File: config.mk
export PLATFORM = sky130hd
export DESIGN_NAME = rtc_bcd_calendar
export DESIGN_NICKNAME = d
export VERILOG_FILES = /design/src/rtl/rtc_cal_pkg.sv /design/src/rtl/rtc_cal_step.sv /design/src/rtl/rtc_alarm_match.sv /design/src/rtl/rtc_flag_bank.sv /design/src/rtl/rtc_bcd_calendar.sv
export SDC_FILE = /design/constraint.sdc
export NUM_CORES = 1
export LEC_CHECK = 0
export ABC_AREA = 1
export BUFFER_PORTS_ARGS = -buffer_cell sky130_fd_sc_hd__clkbuf_2
export CAP_MARGIN = 20
export CORE_MARGIN = 2
export CORE_UTILIZATION = 40
export CTS_CLUSTER_SIZE = 12
export DETAILED_ROUTE_END_ITERATION = 12
export HOLD_SLACK_MARGIN = 0.05
export PLACE_DENSITY_LB_ADDON = 0.12
export SETUP_SLACK_MARGIN = 0.15
export SYNTH_ARGS = -nofsm -noshare
export SYNTH_HDL_FRONTEND = slang
export SYNTH_SLANG_ARGS = --single-unit
File: constraint.sdc
create_clock -name clk -period 3.3 [get_ports clk]
set_clock_uncertainty 0.05 [all_clocks]
set_input_delay 0.825 -clock clk [delete_from_list [all_inputs] [get_ports clk]]
set_output_delay 0.825 -clock clk [all_outputs]
set_load 0.005 [all_outputs]
File: src/rtl/rtc_cal_pkg.sv
`timescale 1ns/1ps
package rtc_cal_pkg;

    localparam int CAL_FIELDS = 7;
    localparam int ALM_FIELDS = 6;

    localparam int F_SEC  = 0;
    localparam int F_MIN  = 1;
    localparam int F_HOUR = 2;
    localparam int F_DAY  = 3;
    localparam int F_MON  = 4;
    localparam int F_YEAR = 5;
    localparam int F_WDAY = 6;

    localparam int A_TIME_BASE = 0;
    localparam int A_ALM_BASE  = 7;
    localparam int A_CTRL      = 13;
    localparam int A_STAT      = 14;
    localparam int A_IEN       = 15;
    localparam int A_STORE_LO  = 16;
    localparam int A_STORE_HI  = 17;

    localparam int          RUN_BIT   = 0;
    localparam int          SNAP_BIT  = 6;
    localparam logic [7:0]  CTRL_KEEP = 8'h2E;

    localparam int IEN_W     = 4;
    localparam int IEN_TMR   = 2;
    localparam int IEN_ALM   = 3;

    localparam int NFLAG     = 6;
    localparam int FLG_ALM   = 4;
    localparam int FLG_PWR   = 5;
    localparam int FLG_LSB   = 2;

    typedef logic [CAL_FIELDS-1:0][7:0] cal_t;
    typedef logic [ALM_FIELDS-1:0][7:0] alm_t;

    function automatic logic [7:0] bcd_inc(input logic [7:0] v);
        if (v[3:0] == 4'h9)
            return {v[7:4] + 4'h1, 4'h0};
        else
            return {v[7:4], v[3:0] + 4'h1};
    endfunction

    function automatic logic leap_year(input logic [7:0] y);
        logic [7:0] bin;
        bin = ({4'h0, y[7:4]} * 8'd10) + {4'h0, y[3:0]};
        return (bin[1:0] == 2'b00);
    endfunction

    function automatic logic [7:0] month_last_day(input logic [7:0] mon,
                                                  input logic [7:0] y);
        case (mon)
            8'h02:                      return leap_year(y) ? 8'h29 : 8'h28;
            8'h04, 8'h06, 8'h09, 8'h11: return 8'h30;
            default:                    return 8'h31;
        endcase
    endfunction

endpackage

File: src/rtl/rtc_cal_step.sv
`timescale 1ns/1ps
module rtc_cal_step
    import rtc_cal_pkg::*;
(
    input  cal_t       cur,
    input  logic       adv,
    output cal_t       nxt,
    output logic [3:0] evt
);
    logic sec_end, min_end, hour_end, day_end, mon_end, year_end, wday_end;
    logic c_min, c_hour, c_day, c_mon, c_year;

    always_comb begin
        sec_end  = (cur[F_SEC]  == 8'h59);
        min_end  = (cur[F_MIN]  == 8'h59);
        hour_end = (cur[F_HOUR] == 8'h23);
        day_end  = (cur[F_DAY]  == month_last_day(cur[F_MON], cur[F_YEAR]));
        mon_end  = (cur[F_MON]  == 8'h12);
        year_end = (cur[F_YEAR] == 8'h99);
        wday_end = (cur[F_WDAY] == 8'h06);

        c_min  = adv    & sec_end;
        c_hour = c_min  & min_end;
        c_day  = c_hour & hour_end;
        c_mon  = c_day  & day_end;
        c_year = c_mon  & mon_end;

        nxt = cur;
        if (adv)
            nxt[F_SEC]  = sec_end  ? 8'h00 : bcd_inc(cur[F_SEC]);
        if (c_min)
            nxt[F_MIN]  = min_end  ? 8'h00 : bcd_inc(cur[F_MIN]);
        if (c_hour)
            nxt[F_HOUR] = hour_end ? 8'h00 : bcd_inc(cur[F_HOUR]);
        if (c_day) begin
            nxt[F_DAY]  = day_end  ? 8'h01 : bcd_inc(cur[F_DAY]);
            nxt[F_WDAY] = wday_end ? 8'h00 : cur[F_WDAY] + 8'h01;
        end
        if (c_mon)
            nxt[F_MON]  = mon_end  ? 8'h01 : bcd_inc(cur[F_MON]);
        if (c_year)
            nxt[F_YEAR] = year_end ? 8'h00 : bcd_inc(cur[F_YEAR]);

        evt = {c_day, c_hour, c_min, adv};
    end
endmodule

File: src/rtl/rtc_alarm_match.sv
`timescale 1ns/1ps
module rtc_alarm_match
    import rtc_cal_pkg::*;
(
    input  cal_t  t,
    input  alm_t  alm,
    output logic  hit
);
    logic [ALM_FIELDS-1:0] eq;

    for (genvar g = 0; g < ALM_FIELDS; g++) begin : g_field
        assign eq[g] = (t[g] == alm[g]);
    end

    assign hit = &eq;
endmodule

File: src/rtl/rtc_flag_bank.sv
`timescale 1ns/1ps
module rtc_flag_bank #(
    parameter int              NF      = 6,
    parameter logic [NF-1:0]   RST_VAL = '0
) (
    input  logic          clk,
    input  logic          rst_n,
    input  logic [NF-1:0] set,
    input  logic [NF-1:0] clr,
    output logic [NF-1:0] flags
);
    logic [NF-1:0] flags_d, flags_q;

    always_comb begin
        flags_d = (flags_q & ~clr) | set;
    end

    always_ff @(posedge clk or negedge rst_n) begin
        if (!rst_n)
            flags_q <= RST_VAL;
        else
            flags_q <= flags_d;
    end

    assign flags = flags_q;
endmodule

File: src/rtl/rtc_bcd_calendar.sv
`timescale 1ns/1ps
module rtc_bcd_calendar
    import rtc_cal_pkg::*;
#(
    parameter int ADDR_W = 5
) (
    input  logic              clk,
    input  logic              rst_n,
    input  logic              tick_1hz,
    input  logic [ADDR_W-1:0] bus_addr,
    input  logic              bus_we,
    input  logic [7:0]        bus_wdata,
    output logic [7:0]        bus_rdata,
    output logic              irq
);
    localparam logic [NFLAG-1:0] FLAG_RST = NFLAG'(1) << FLG_PWR;

    typedef struct packed {
        cal_t              live;
        alm_t              shadow;
        alm_t              alarm;
        logic              run;
        logic [7:0]        ctrl_keep;
        logic [IEN_W-1:0]  ien;
        logic [7:0]        store_lo;
        logic [7:0]        store_hi;
    } regs_t;

    regs_t            st_d, st_q;
    cal_t             step_nxt;
    logic [3:0]       step_evt;
    logic             advance;
    logic             alarm_hit;
    logic [NFLAG-1:0] flag_set, flag_clr, flags;
    logic             periodic_sel;

    assign advance = tick_1hz & st_q.run;

    rtc_cal_step u_step (
        .cur (st_q.live),
        .adv (advance),
        .nxt (step_nxt),
        .evt (step_evt)
    );

    // next-state of every register
    always_comb begin
        st_d      = st_q;
        st_d.live = step_nxt;
        if (bus_we) begin
            for (int i = 0; i < CAL_FIELDS; i++) begin
                if (bus_addr == ADDR_W'(A_TIME_BASE + i))
                    st_d.live[i] = bus_wdata;
            end
            for (int i = 0; i < ALM_FIELDS; i++) begin
                if (bus_addr == ADDR_W'(A_TIME_BASE + i))
                    st_d.shadow[i] = bus_wdata;
                if (bus_addr == ADDR_W'(A_ALM_BASE + i))
                    st_d.alarm[i] = bus_wdata;
            end
            if (bus_addr == ADDR_W'(A_CTRL)) begin
                st_d.run       = bus_wdata[RUN_BIT];
                st_d.ctrl_keep = bus_wdata & CTRL_KEEP;
                if (bus_wdata[SNAP_BIT])
                    st_d.shadow = st_q.live[ALM_FIELDS-1:0];
            end
            if (bus_addr == ADDR_W'(A_IEN))
                st_d.ien = bus_wdata[IEN_W-1:0];
            if (bus_addr == ADDR_W'(A_STORE_LO))
                st_d.store_lo = bus_wdata;
            if (bus_addr == ADDR_W'(A_STORE_HI))
                st_d.store_hi = bus_wdata;
        end
    end

    always_ff @(posedge clk or negedge rst_n) begin
        if (!rst_n) begin
            st_q                 <= '0;
            st_q.live[F_DAY]     <= 8'h01;
            st_q.live[F_MON]     <= 8'h01;
            st_q.shadow[F_DAY]   <= 8'h01;
            st_q.shadow[F_MON]   <= 8'h01;
        end else begin
            st_q <= st_d;
        end
    end

    // alarm compares the value the calendar takes at this edge
    rtc_alarm_match u_alarm (
        .t   (st_d.live),
        .alm (st_q.alarm),
        .hit (alarm_hit)
    );

    always_comb begin
        flag_set          = '0;
        flag_set[3:0]     = step_evt;
        flag_set[FLG_ALM] = advance & alarm_hit;
        flag_clr          = '0;
        if (bus_we && bus_addr == ADDR_W'(A_STAT))
            flag_clr = bus_wdata[FLG_LSB +: NFLAG];
    end

    rtc_flag_bank #(
        .NF      (NFLAG),
        .RST_VAL (FLAG_RST)
    ) u_flags (
        .clk   (clk),
        .rst_n (rst_n),
        .set   (flag_set),
        .clr   (flag_clr),
        .flags (flags)
    );

    always_comb begin
        periodic_sel = flags[st_q.ien[1:0]];
        irq = (st_q.ien[IEN_TMR] & periodic_sel) |
              (st_q.ien[IEN_ALM] & flags[FLG_ALM]);
    end

    // read path
    always_comb begin
        bus_rdata = 8'h00;
        for (int i = 0; i < ALM_FIELDS; i++) begin
            if (bus_addr == ADDR_W'(A_TIME_BASE + i))
                bus_rdata = st_q.shadow[i];
            if (bus_addr == ADDR_W'(A_ALM_BASE + i))
                bus_rdata = st_q.alarm[i];
        end
        if (bus_addr == ADDR_W'(A_TIME_BASE + F_WDAY))
            bus_rdata = st_q.live[F_WDAY];
        if (bus_addr == ADDR_W'(A_CTRL))
            bus_rdata = st_q.ctrl_keep | {7'h00, st_q.run};
        if (bus_addr == ADDR_W'(A_STAT))
            bus_rdata = {flags, st_q.run, 1'b0};
        if (bus_addr == ADDR_W'(A_IEN))
            bus_rdata = {{(8-IEN_W){1'b0}}, st_q.ien};
        if (bus_addr == ADDR_W'(A_STORE_LO))
            bus_rdata = st_q.store_lo;
        if (bus_addr == ADDR_W'(A_STORE_HI))
            bus_rdata = st_q.store_hi;
    end

endmodule

# Word level (Yosys, flattened, before mapping)
# Cells that the tools add are included.
# word_totals
wordCells,180
regBits,183
output_inout_bits,9
inputBits,17
# classes
n_mux,69
n_mul,1
bitwise_logic,14
add_sub_neg,14
n_eq_ne,41
n_lt_le_gt_ge,1
n_reduce_logical,15
# op_table
operator,n
two-way mux 8 bit,59
two-way mux 181 bit,1
two-way mux 48 bit,2
== test 8 bit,7
"adder 4 x 1 -> 4 bit, second input constant",12
"== test 5 x 4 -> 1 bit, second input constant",8
"== test 4 bit, second input constant",6
"== test 8 x 3 -> 1 bit, second input constant",3
"== test 5 x 3 -> 1 bit, second input constant",4
AND reduction 2 bit,10
"== test 8 x 5 -> 1 bit, second input constant",2
"== test 8 x 7 -> 1 bit, second input constant",2
one-hot mux 8 bit (2 select lines),1
"== test 5 x 2 -> 1 bit, second input constant",2
"== test 5 bit, second input constant",2
AND 1 bit,9
two-way mux 9 bit,1
"adder 8 x 1 -> 8 bit, second input constant",1
"== test 8 x 2 -> 1 bit, second input constant",1
"== test 8 x 4 -> 1 bit, second input constant",1
"== test 8 x 6 -> 1 bit, second input constant",1
"== test 8 bit, second input constant",1
AND 6 bit,1
two-way mux 6 bit,1
16 further kinds,17

# Depth between registers and ports, before layout
# Gate-level depths: netlist of run 1.
# logic_depth
ltp_word,19
mapped_depth,23
depth_no_buf,23

# By module
# A second synthesis of run 1 with hierarchy kept.
# hier_totals
cells_unflattened,1489
hier_area_um2,10995.5
# by_module_without_submodules
mod,n_inst,area_per_inst_um2,seq_area_each_um2,cells_each
rtc_bcd_calendar,1,8076.5,4434.3,976
rtc_cal_step,1,2008.2,0.0,360
rtc_alarm_match,1,669.4,0.0,123
rtc_flag_bank,1,241.5,151.4,30

# Worst setup path after synthesis of run 1
# No wires, ideal clock.
# synth_path
path_type,input to output
from,input bus_addr[0]
to,output bus_rdata[5]
setup_slack_ps,181
required_time_ps,2425
stages,14
arrival_time_ps,2244
n_path_buf,1
path_cell_list,nor2_1 > inv_1 > nor2_1 > inv_1 > clkbuf_1 > o21ai_0 > o22ai_1 > o2111ai_1 > o21ai_0 > nand3_1 > o22ai_1 > o2111ai_1 > nand2_1 > nand3_1
# synth_via
elab_chain_len,19
word_cells_on_any_way,36
classes_between,eq/ne (17); mux (18); reduce/logical (1)
# synth_rtl
element,line_no,source
start: declaration,rtc_bcd_calendar.sv:10,"input logic [ADDR_W-1:0] bus_addr,"
zero test 5 bit,rtc_bcd_calendar.sv:125,if (bus_addr == ADDR_W'(A_TIME_BASE + i))
two-way mux 8 bit,rtc_bcd_calendar.sv:125,
two-way mux 8 bit,rtc_bcd_calendar.sv:127,if (bus_addr == ADDR_W'(A_ALM_BASE + i))
two-way mux 8 bit,rtc_bcd_calendar.sv:125,
two-way mux 8 bit,rtc_bcd_calendar.sv:127,
two-way mux 8 bit,rtc_bcd_calendar.sv:125,
two-way mux 8 bit,rtc_bcd_calendar.sv:127,
two-way mux 8 bit,rtc_bcd_calendar.sv:125,
[3 not listed],n/a,
two-way mux 8 bit,rtc_bcd_calendar.sv:125,
two-way mux 8 bit,rtc_bcd_calendar.sv:127,
two-way mux 8 bit,rtc_bcd_calendar.sv:130,if (bus_addr == ADDR_W'(A_TIME_BASE + F_WDAY))
two-way mux 8 bit,rtc_bcd_calendar.sv:132,if (bus_addr == ADDR_W'(A_CTRL))
two-way mux 8 bit,rtc_bcd_calendar.sv:134,if (bus_addr == ADDR_W'(A_STAT))
two-way mux 8 bit,rtc_bcd_calendar.sv:136,if (bus_addr == ADDR_W'(A_IEN))
two-way mux 8 bit,rtc_bcd_calendar.sv:138,if (bus_addr == ADDR_W'(A_STORE_LO))
two-way mux 8 bit (*),rtc_bcd_calendar.sv:140,if (bus_addr == ADDR_W'(A_STORE_HI))
end: declaration,rtc_bcd_calendar.sv:13,"output logic [7:0] bus_rdata,"
# Mark *: on every way between the ends. The rest lies on a longest branch, timed or not.

# Worst setup path in the final report of run 1
# layout_path
from,input bus_addr[3]
to,output bus_rdata[5]
# The elaborated chain is that of the path after synthesis.

==> results of run 1 <==
-- power by group --
part	total (mW)	internal [mW]	switching, mW
Combinational	2.28	0.934	1.35
Clock	2.13	1.09	1.04
Sequential	3.35	2.75	0.600
Total	7.77	4.78	2.99
-- worst reg2reg max path: cells and delay by family (launching register included) --
kind                     cells  cell delay [ps]
adder cells (fa/ha/maj)      1              190
AND/OR/NAND/NOR             18             2060
buffers and inverters        2              230
flip-flops                   1              380
-- cell families after synthesis --
kind of cell    Yosys count
simple gates            811
xor+xnor                 17
compound gates          282
buf+inv                 237
flops                   183
fa+ha+maj                24
-- area by class of cell --
cell class                      count  share of cell area
Antenna cell                        1           0.0001772
Clock buffer                       17             0.03013
Clock inverter                     15             0.01258
Inverter                          205             0.05574
Multi-Input combinational cell   1134              0.4245
Sequential cell                   183              0.3249
Tap cell                          378             0.03350
Timing Repair Buffer              211              0.1179
Timing Repair inverter              1           0.0005317
-- how the worst max path moves through the flow --
stage	to	from	slack, ps	cells after the start
2_1_floorplan	bus_rdata[5]	bus_addr[0]	180	14
3_3_place_gp	bus_rdata[5]	bus_addr[1]	-280	16
3_5_place_dp	bus_rdata[2]	bus_addr[3]	-290	17
4_1_cts	bus_rdata[4]	bus_addr[3]	-130	14
5_1_grt	bus_rdata[7]	bus_addr[3]	-270	15
6_report	bus_rdata[5]	bus_addr[3]	-170	14
-- registers in the layout, summed over array words and instances (netlist names) --
signal	count
u_flags.flags	6
st_q	177
-- synth_stat cells, drive strengths merged --
library cell / number
nand2: 479
inv: 203
dfrtp: 178
nor2: 170
o21ai: 145
nand3: 119
o22ai: 57
a21oi: 47
nand4: 25
clkbuf: 24
ha: 24
xor2: 12
o211ai: 9
nor3: 8
o2111ai: 8
buf: 7
dfstp: 5
o32ai: 5
xnor2: 5
a221oi: 4
or2: 4
a211oi: 2
clkinv: 2
nand3b: 2
nor4: 2
o221ai: 2
a32o: 1
and2: 1
and3: 1
clkdlybuf4s15: 1
o221a: 1
o31ai: 1
-- routing by layer --
metal	part of all wire	vias to the layer above	global-route usage
met1	0.43	5438	0.3994
met3	0.072	101	0.05320
met4	0.037	0	0.1171
met5	0	-	0
li1	-	5495	-
met2	0.46	405	0.4682
-- repair_timing --
item / in CTS / in global routing
gates resized for setup: 80 / 62
buffers inserted: 8 / 10
hold endpoints to repair: 0 / 0
gates cloned: 1 / 0
pin swaps: 27 / 36
endpoints found under the setup margin: 8 / 9
-- metrics by stage --
step / setup slack (ps) / setup TNS [ps]
after floorplan: 180.9 / 0
after global placement: -283.8 / -1888
after detailed placement: -286.2 / -2072
after CTS: -130.6 / -706.6
after global routing: -267.5 / -1607
final: -174.0 / -665.3
==> flow_summary.json, run 1 <==
{
  "synth_seq_cells": 183,
  "postSynthAreaPerCell_sq_um": 7.159,
  "hold_buffers": 0,
  "clk_path_buf_depth": 2,
  "finalSetupViolCount": 8,
  "antenna_found_initial": 0,
  "clkSinkCount": 183,
  "gp_congestion": 0.9331,
  "drv_cap": 0,
  "io_pins": 26,
  "htreeDepth": 4,
  "grt_pass1_wl_microns": 63760,
  "regArea_sq_mm": 0.004587,
  "cp.required_ps": 2420,
  "num_rows": 61,
  "core_sq_mm": 0.02755,
  "clkLatencyLatePin_ps": 450,
  "dp_hpwl_microns": 32010,
  "slowest_stage": "buf_4",
  "most-common-layout-cells": "nand2_1 (461), inv_1 (180), dfrtp_1 (177)",
  "via_count": 11439,
  "clk_pin_slew_ps": 90,
  "syn_nets": 1595,
  "synth_mux_area_frac": 0,
  "initial_utilization": 0.4038,
  "finalNetCount": 1794,
  "dpl-instance-area_sq_mm": 0.01288,
  "fin_crit_ps": 3474,
  "grt-ovfl-total": 0,
  "first_global_vias": 10860,
  "port_buffers": 25,
  "rsz0062_at_grt": "true",
  "peakVddDrop_mv": 0.3005,
  "synth_fa_ha_area_frac": 0.02699,
  "die_h_microns": 170.8,
  "path_class": "primary input to output pin",
  "yosys_warnings": 0,
  "yosysTopAreaCell": "dfrtp_1",
  "worst_r2r_startpoint": "st_q[126]$_DFF_PN0_",
  "ff2ff_path_depth": 21,
  "yosysSeqAreaShare": 0.4122,
  "synth.distinct_cells": 50,
  "syn_area_sq_mm": 0.01113,
  "ant_nets": 0,
  "drive_above_1_share": 0.2242,
  "cpPeakStageDelay_ps": 220,
  "critPathLaunchType": "primary input",
  "crit_family": "compound AO/OA/AOI/OAI gates",
  "mostFrequentLayoutCell": "nand2_1",
  "finalHoldViolCount": 0,
  "synth_top_area_frac": 0.4004,
  "routed_wl_microns": 41840,
  "dieWidth_microns": 170.8,
  "violations": "negative setup slack",
  "fmaxAchievable_ghz": 0.2879,
  "slew_headroom": 0.5817,
  "hold_path_class": "primary input to asynchronous set/reset pin",
  "fin_ws_ps": -174.0,
  "multi_input_area_sq_mm": 0.005995,
  "r2r_end": "u_flags.flags[4]$_DFF_PN0_",
  "critPathMaxFanout": 6,
  "worstMarginPinSlew_ps": 627.4,
  "outcome": "finished with violations",
  "final_util": 0.5125,
  "cp-end-kind": "output pin",
  "syn_inst": 1554,
  "whs_ps": 321.4,
  "drc": 0,
  "syn_to_final_growth_pct": 26.91,
  "nFillCells": 2728,
  "crit_buf_inv": 3,
  "synth-compound-area-share": 0.1448,
  "dr.first_iter.drc_count": 988,
  "power_mw": 7.770,
  "grt_max_degree": 70,
  "cts_tree": "yes",
  "numCtsBuffers": 17,
  "synth_area_leaders": "dfrtp_1 (40%), nand2_1 (16%), inv_1 (6.3%)",
  "postLayoutCellArea_sq_mm": 0.01412,
  "grt.total_usage": 0.2948,
  "placed_cells": 2093,
  "finalCritPeriodShare": 1.053,
  "final_cells": 2145,
  "first_pass_iters": 6,
  "synthSimpleGateAreaFrac": 0.3197,
  "r2r_setup_slack_ps": 340,
  "p_leak_nw": 6.961,
  "cp_data_arrival_time_ps": 2600,
  "slew_viol_final": 0,
  "vias_per_cell": 5.333,
  "synth_top_family_by_area": "simple AND/OR/NAND/NOR gates",
  "power_density_mw_per_mm2": 550.3,
  "synth_xor_area_frac": 0.01338,
  "wl_per_cell_microns": 19.50,
  "path_cells": "clkbuf_16 -> nor2_4 -> nand3_2 -> buf_4 -> o22ai_1 -> o22ai_2 -> o2111ai_2 -> o21ai_2 -> nand3_1 -> o22ai_2 -> o2111ai_1 -> nand2_1 -> nand3_1 -> clkbuf_2",
  "dieArea_sq_mm": 0.02916,
  "root_buffer": "clkbuf_16"
}
Power figures use the tool's default switching activity.
==> run 2: changes to the inputs <==
Settings changed: ABC_AREA 1 to default.
==> run 2 against run 1 <==
  * Core utilization rose by 6.9 points
  * Largest cell class unchanged
  * Power is 13% higher
  * Highest routed layer unchanged
  * Synthesized cell count down 9.1%
  * Sequential share of layout area shrank 5.3 points
  * Global-route usage grew 5.1 points
  * Die area is 6.2% higher
  * Via count increased by 16%
  * Register-to-register slack got worse by 830 ps
  * The run still ends with negative setup slack left
  * First-iteration DRC count is 53% higher
  * Worst hold slack gained 52 ps
==> flow_summary.json, run 2 <==
{
  "synth_area_leaders": "dfrtp_1 (38%), nand2_1 (5.5%), o21ai_0 (5.2%)",
  "drv_cap": 0,
  "die_h_microns": 176.0,
  "syn_area_sq_mm": 0.01183,
  "crit_family": "compound AO/OA/AOI/OAI gates",
  "drc": 0,
  "first_pass_iters": 6,
  "cp.required_ps": 2420,
  "nFillCells": 2588,
  "peakVddDrop_mv": 0.3098,
  "syn_nets": 1454,
  "internal_power_mw": 5.372,
  "initial_utilization": 0.4088,
  "hold_buffers": 0,
  "io_pins": 26,
  "dpl-instance-area_sq_mm": 0.01527,
  "finalHoldViolCount": 0,
  "syn_inst": 1413,
  "dieArea_sq_mm": 0.03096,
  "slew_headroom": 0.4373,
  "routed_wl_microns": 53480,
  "comb_power_share": 0.379,
  "htreeDepth": 4,
  "power_mw": 8.791,
  "first_global_vias": 12700,
  "syn_to_final_growth_pct": 42.35,
  "multi_input_area_sq_mm": 0.007508,
  "p_sw_frac": 0.3889,
  "cp-end-kind": "output pin",
  "via_count": 13258,
  "path_cells": "buf_8 -> buf_6 -> or3_4 -> nor2_4 -> a222oi_1 -> a21oi_1 -> a221oi_2 -> a21oi_1 -> o221ai_2 -> a221oi_2 -> a2111oi_2 -> buf_4 -> a21oi_2 -> buf_2",
  "mostFrequentLayoutCell": "buf_4",
  "dr.first_iter.drc_count": 1514,
  "violations": "negative setup slack",
  "p_sw_mw": 3.419,
  "n_antenna_cell": 0,
  "finalSetupViolCount": 9,
  "crit_cells": 14,
  "wl_per_cell_microns": 24.61,
  "yosysMostFrequentCell": "dfrtp_1",
  "grt_pass1_wl_microns": 79120,
  "finalNetCount": 1817,
  "outcome": "finished with violations",
  "clock_power_share": 0.248,
  "critPathMaxFanout": 3,
  "fin_crit_ps": 3921,
  "crit_end": "bus_rdata[1]",
  "synth_top_area_frac": 0.3766,
  "r2r_end": "u_flags.flags[4]$_DFF_PN0_",
  "cp_data_arrival_time_ps": 3050,
  "numCtsBuffers": 17,
  "largest_register_ffs": 177,
  "clk_path_buf_depth": 2,
  "ant_nets": 0,
  "grt.total_usage": 0.3461,
  "num_rows": 62,
  "rsz0062_at_grt": "true",
  "gp_congestion": 1.008,
  "slew_viol_final": 0,
  "path_class": "primary input to output pin",
  "postLayoutCellArea_sq_mm": 0.01684,
  "clk_pin_slew_ps": 80,
  "worst_r2r_startpoint": "st_q[130]$_DFF_PN0_",
  "power_density_mw_per_mm2": 522.1,
  "most-common-layout-cells": "buf_4 (377), dfrtp_1 (178), nand2_1 (170)",
  "worstMarginPinSlew_ps": 844.1,
  "synth_top_cells_by_count": "dfrtp_1 (178), nand2_1 (174), nor2_1 (146)",
  "slowest_stage": "or3_4",
  "root_buffer": "clkbuf_16",
  "postSynthAreaPerCell_sq_um": 8.371,
  "grt_max_degree": 86,
  "cts_tree": "yes",
  "critPathLaunchType": "primary input",
  "fmaxAchievable_ghz": 0.2550,
  "crit_path_start": "bus_addr[0]",
  "dieWidth_microns": 176.0,
  "synth.distinct_cells": 79,
  "clkLatencyLatePin_ps": 450,
  "yosysSeqAreaShare": 0.3877,
  "async_reset_ff_frac": 1.000,
  "grt-ovfl-total": 0,
  "antenna_found_initial": 2,
  "hold_path_class": "primary input to asynchronous set/reset pin",
  "synth_seq_cells": 183,
  "synth_edf_count": 0,
  "vias_per_cell": 6.101,
  "clkSinkCount": 183,
  "cpPeakStageDelay_ps": 380,
  "r2r_setup_slack_ps": -490,
  "regMostFlops": "st_q",
  "drive_above_1_share": 0.3566,
  "yosys_warnings": 0,
  "crit_buf_inv": 4,
  "regArea_sq_mm": 0.004586,
  "fin_ws_ps": -620.8,
  "core_sq_mm": 0.02894,
  "finalCritPeriodShare": 1.188,
  "synthFlopType": "dfrtp_1",
  "yosysTopAreaCell": "dfrtp_1",
  "seqPwrFrac": 0.373,
  "dp_hpwl_microns": 40990,
  "ff2ff_path_depth": 15,
  "port_buffers": 25,
  "p_leak_nw": 7.485
}
[run 2: layer usage]
layer / global-route usage / vias up / share of wire / routed length, microns
li1: - / 5933 / - / -
met1: 0.4569 / 6458 / 0.41 / 21800
met2: 0.5533 / 703 / 0.45 / 24120
met3: 0.06654 / 164 / 0.088 / 4705
met4: 0.1556 / 0 / 0.053 / 2853
met5: 0 / - / 0 / 0
[run 2: cell type report]
type / instances / share of cell area
multi-input combinational: 1099 / 0.4459
sequential: 183 / 0.2723
timing repair buffer: 438 / 0.2078
tap: 384 / 0.02853
clock buffer: 17 / 0.02526
clock inverter: 15 / 0.01167
inverter: 37 / 0.008545
[run 2: worst min path at each step]
stage,startpoint,end,slack (ps),cells after the start
6_report,rst_n,st_q[142]$_DFF_PN0_,370,1
5_1_grt,rst_n,st_q[144]$_DFF_PN0_,440,1
4_1_cts,rst_n,st_q[144]$_DFF_PN0_,420,1
3_5_place_dp,st_q[79]$_DFFE_PN0P_,st_q[79]$_DFFE_PN0P_,430,2
3_3_place_gp,st_q[2]$_DFFE_PN0P_,st_q[2]$_DFFE_PN0P_,410,2
2_1_floorplan,st_q[14]$_DFFE_PN0P_,st_q[14]$_DFFE_PN0P_,390,2
[run 2: logic make-up (layout without fill, tap and decap cells)]
logic type	count (synthesis)	count (layout)	share of synthesized area
muxes	63	63	0.05860
xor gates and xnor gates	57	57	0.04220
buffers and inverters	131	507	0.04242
DFF	183	183	0.3877
adders and majority gates	24	24	0.02539
AOI/OAI and AO/OA	413	413	0.2248
and+or+nand+nor	542	542	0.2190
[run 2: power by group through the flow]
stage               Combinational, mW  Sequential (mW)  Clock (mW)
floorplan                        1.54             3.16           0
global placement                 3.03             3.26           0
CTS                              3.17             3.25        2.19
detailed placement               3.06             3.27           0
global route                     3.60             3.31        2.28
finish                           3.33             3.28        2.18
[run 2: metrics by stage]
| step | hold WS [ps] | setup TNS [ps] | setup WS [ps] | cells | util |
|---|---|---|---|---|---|
| 2_1_floorplan | 394.6 | -708.9 | -385.7 | 1413 | - |
| 3_3_place_gp | 413.7 | -6413 | -953.8 | 2115 | 0.5277 |
| 3_5_place_dp | 427.4 | -6684 | -994.3 | 2115 | 0.5277 |
| 4_1_cts | 424.3 | -4398 | -657.7 | 2158 | 0.5664 |
| 5_1_grt | 438.3 | -4749 | -681.4 | 2173 | 0.5819 |
| 6_report | 373.7 | -4117 | -620.8 | 2173 | 0.5819 |
[run 2: timing repair]
item                                    in CTS  in global routing
endpoints found under the setup margin      13                 15
setup buffers                               11                 15
pin swaps                                   49                 57
resized for setup                           89                 81
==> run 3: changes to the inputs <==
==> constraint.sdc (replaced) <==
create_clock -name clk -period 3.3 [get_ports clk]
set_clock_uncertainty 0.05 [all_clocks]
set_input_delay 0.165 -clock clk [delete_from_list [all_inputs] [get_ports clk]]
set_output_delay 0.165 -clock clk [all_outputs]
set_load 0.005 [all_outputs]
==> run 3 against run 2 <==
  * The run still ends with negative setup slack left
  * Cell count decreased by 3.6%
  * Via count decreased by 4.7%
  * Wire length decreased by 3.2%
  * Highest routed layer is now met5
==> flow_summary.json, run 3 (synthesized netlist as in run 2, its figures left out) <==
{
  "dr.first_iter.drc_count": 1694,
  "first_global_vias": 12382,
  "finalSetupViolCount": 1,
  "antenna_found_initial": 2,
  "fmaxAchievable_ghz": 0.2600,
  "dr.max_layer_used": "met5",
  "clkSinkCount": 183,
  "htreeDepth": 4,
  "r2r_setup_slack_ps": -550,
  "whs_path_depth": 4,
  "path_cells": "or4_4 -> or4b_4 -> a2111oi_4 -> buf_4 -> nand2_2 -> o31a_1 -> o31ai_2 -> o32ai_1 -> a2111oi_2 -> nand3_1 -> o41ai_2",
  "postLayoutCellArea_sq_mm": 0.01544,
  "core_sq_mm": 0.02894,
  "routed_wl_microns": 51750,
  "violations": "negative setup slack",
  "largest_register_ffs": 177,
  "path_class": "flop to flop",
  "critPathMaxFanout": 3,
  "syn_to_final_growth_pct": 30.52,
  "dp_hpwl_microns": 39530,
  "grt_max_degree": 82,
  "gp_congestion": 0.9753,
  "slew_viol_final": 0,
  "drv_cap": 0,
  "cp_data_arrival_time_ps": 4150,
  "port_buffers": 25,
  "power_mw": 8.500,
  "finalSetupTns_ps": -545.6,
  "num_rows": 62,
  "clkLatencyLatePin_ps": 460,
  "finalHoldViolCount": 0,
  "finalCritPeriodShare": 1.165,
  "ff2ff_path_depth": 11,
  "clk_path_buf_depth": 2,
  "grt.total_usage": 0.3408,
  "ant_nets": 0,
  "hold_path_class": "primary input to flop",
  "dieArea_sq_mm": 0.03096,
  "cts_tree": "yes",
  "whs_ps": 134.2,
  "io_pins": 26,
  "via_count": 12629,
  "finalNetCount": 1739,
  "grt-ovfl-total": 0,
  "fin_ws_ps": -545.6,
  "m1WireLength_microns": 21590,
  "worst_r2r_startpoint": "st_q[160]$_DFF_PN0_",
  "regMostFlops": "st_q",
  "cpPeakStageDelay_ps": 560,
  "multi_input_area_sq_mm": 0.006943,
  "hold_start": "bus_wdata[3]",
  "worstMarginPinSlew_ps": 795.9,
  "power_density_mw_per_mm2": 550.6,
  "most-common-layout-cells": "buf_4 (325), dfrtp_1 (178), nand2_1 (170)",
  "root_buffer": "clkbuf_16",
  "first_pass_iters": 6,
  "clk_pin_slew_ps": 80,
  "drive_above_1_share": 0.2846,
  "final_util": 0.5336,
  "rsz0062_at_grt": "true",
  "r2r_end": "u_flags.flags[4]$_DFF_PN0_",
  "slowest_stage": "or4b_4",
  "n_antenna_cell": 0,
  "cp.required_ps": 3600,
  "dpl-instance-area_sq_mm": 0.01456,
  "slew_headroom": 0.4694,
  "peakVddDrop_mv": 0.3902,
  "wl_per_cell_microns": 24.70,
  "die_h_microns": 176.0,
  "critPathLaunchType": "flop",
  "wl_met2_microns": 23030,
  "mostFrequentLayoutCell": "buf_4",
  "hold_path_end": "st_q[176]$_DFF_PN0_",
  "dieWidth_microns": 176.0,
  "numCtsBuffers": 17,
  "fin_crit_ps": 3846,
  "cp-end-kind": "flop",
  "grt_pass1_wl_microns": 78090,
  "wl_met3_microns": 4804,
  "vias_per_cell": 6.028,
  "initial_utilization": 0.4088,
  "drc": 0,
  "nFillCells": 2780,
  "p_leak_nw": 6.805,
  "outcome": "finished with violations",
  "regArea_sq_mm": 0.004586
}
==> run 3: cell types whose count changed in the layout (fill, tap and decap cells not counted), sizes merged <==
| cell | previous run | this run |
|---|---|---|
| dlygate4sd3 | 0 | 1 |
| buf | 425 | 335 |
| clkinvlp | 0 | 2 |
| clkinv | 9 | 5 |
| clkbuf | 30 | 41 |
| inv | 43 | 45 |
==> run 3: cell type report <==
class | count | share of cell area
Multi-Input combinational cell | 1099 | 0.4497
Sequential cell | 183 | 0.2970
Timing Repair Buffer | 360 | 0.1756
Tap cell | 384 | 0.03112
Clock buffer | 17 | 0.02755
Clock inverter | 15 | 0.009968
Inverter | 37 | 0.008996
==> run 3: how the worst max path moves through the flow <==
stage                              from                          to  depth (start not counted)
floorplan           st_q[163]$_DFF_PN0_  u_flags.flags[4]$_DFF_PN0_                         12
global placement    st_q[130]$_DFF_PN0_  u_flags.flags[4]$_DFF_PN0_                         14
detailed placement  st_q[130]$_DFF_PN0_  u_flags.flags[4]$_DFF_PN0_                         14
CTS                 st_q[130]$_DFF_PN0_  u_flags.flags[4]$_DFF_PN0_                         15
global route        st_q[130]$_DFF_PN0_  u_flags.flags[4]$_DFF_PN0_                         14
finish              st_q[160]$_DFF_PN0_  u_flags.flags[4]$_DFF_PN0_                         11
==> run 3: critical path, delay by kind of cell (launching register included) <==
| kind | cells | cell delay (ps) |
|---|---|---|
| AOI/OAI and AO/OA | 6 | 1800 |
| buffers and inverters | 1 | 200 |
| DFF | 1 | 380 |
| and+or+nand+nor | 4 | 1330 |
==> run 3: stage by stage <==
step | instances | worst slack [ps]
after floorplan | 1413 | -385.7
after global placement | 2051 | -645.7
after detailed placement | 2051 | -699.7
after CTS | 2087 | -464.0
after global routing | 2095 | -723.2
final | 2095 | -545.6
==> run 3: routing by layer <==
metal  global-route usage  up-vias
met5                    0        -
met4               0.1439        4
met3              0.08635      131
met2               0.5262      607
met1               0.4554     6128
li1                     -     5759
==> run 3: power by group <==
| group | switching [mW] | internal (mW) | leakage (nW) |
|---|---|---|---|
| clock | 1.09 | 1.02 | 0.281 |
| sequential | 0.449 | 2.75 | 2.25 |
| combinational | 1.72 | 1.47 | 4.28 |
| total | 3.26 | 5.24 | 6.80 |
==> run 3: repair_timing <==
action / CTS / global route
buffers inserted: 3 / 8
setup endpoints to repair: 7 / 14
pin swaps: 6 / 23
hold endpoints to repair: 67 / 0
hold buffers: 1 / 0
resized for setup: 19 / 30
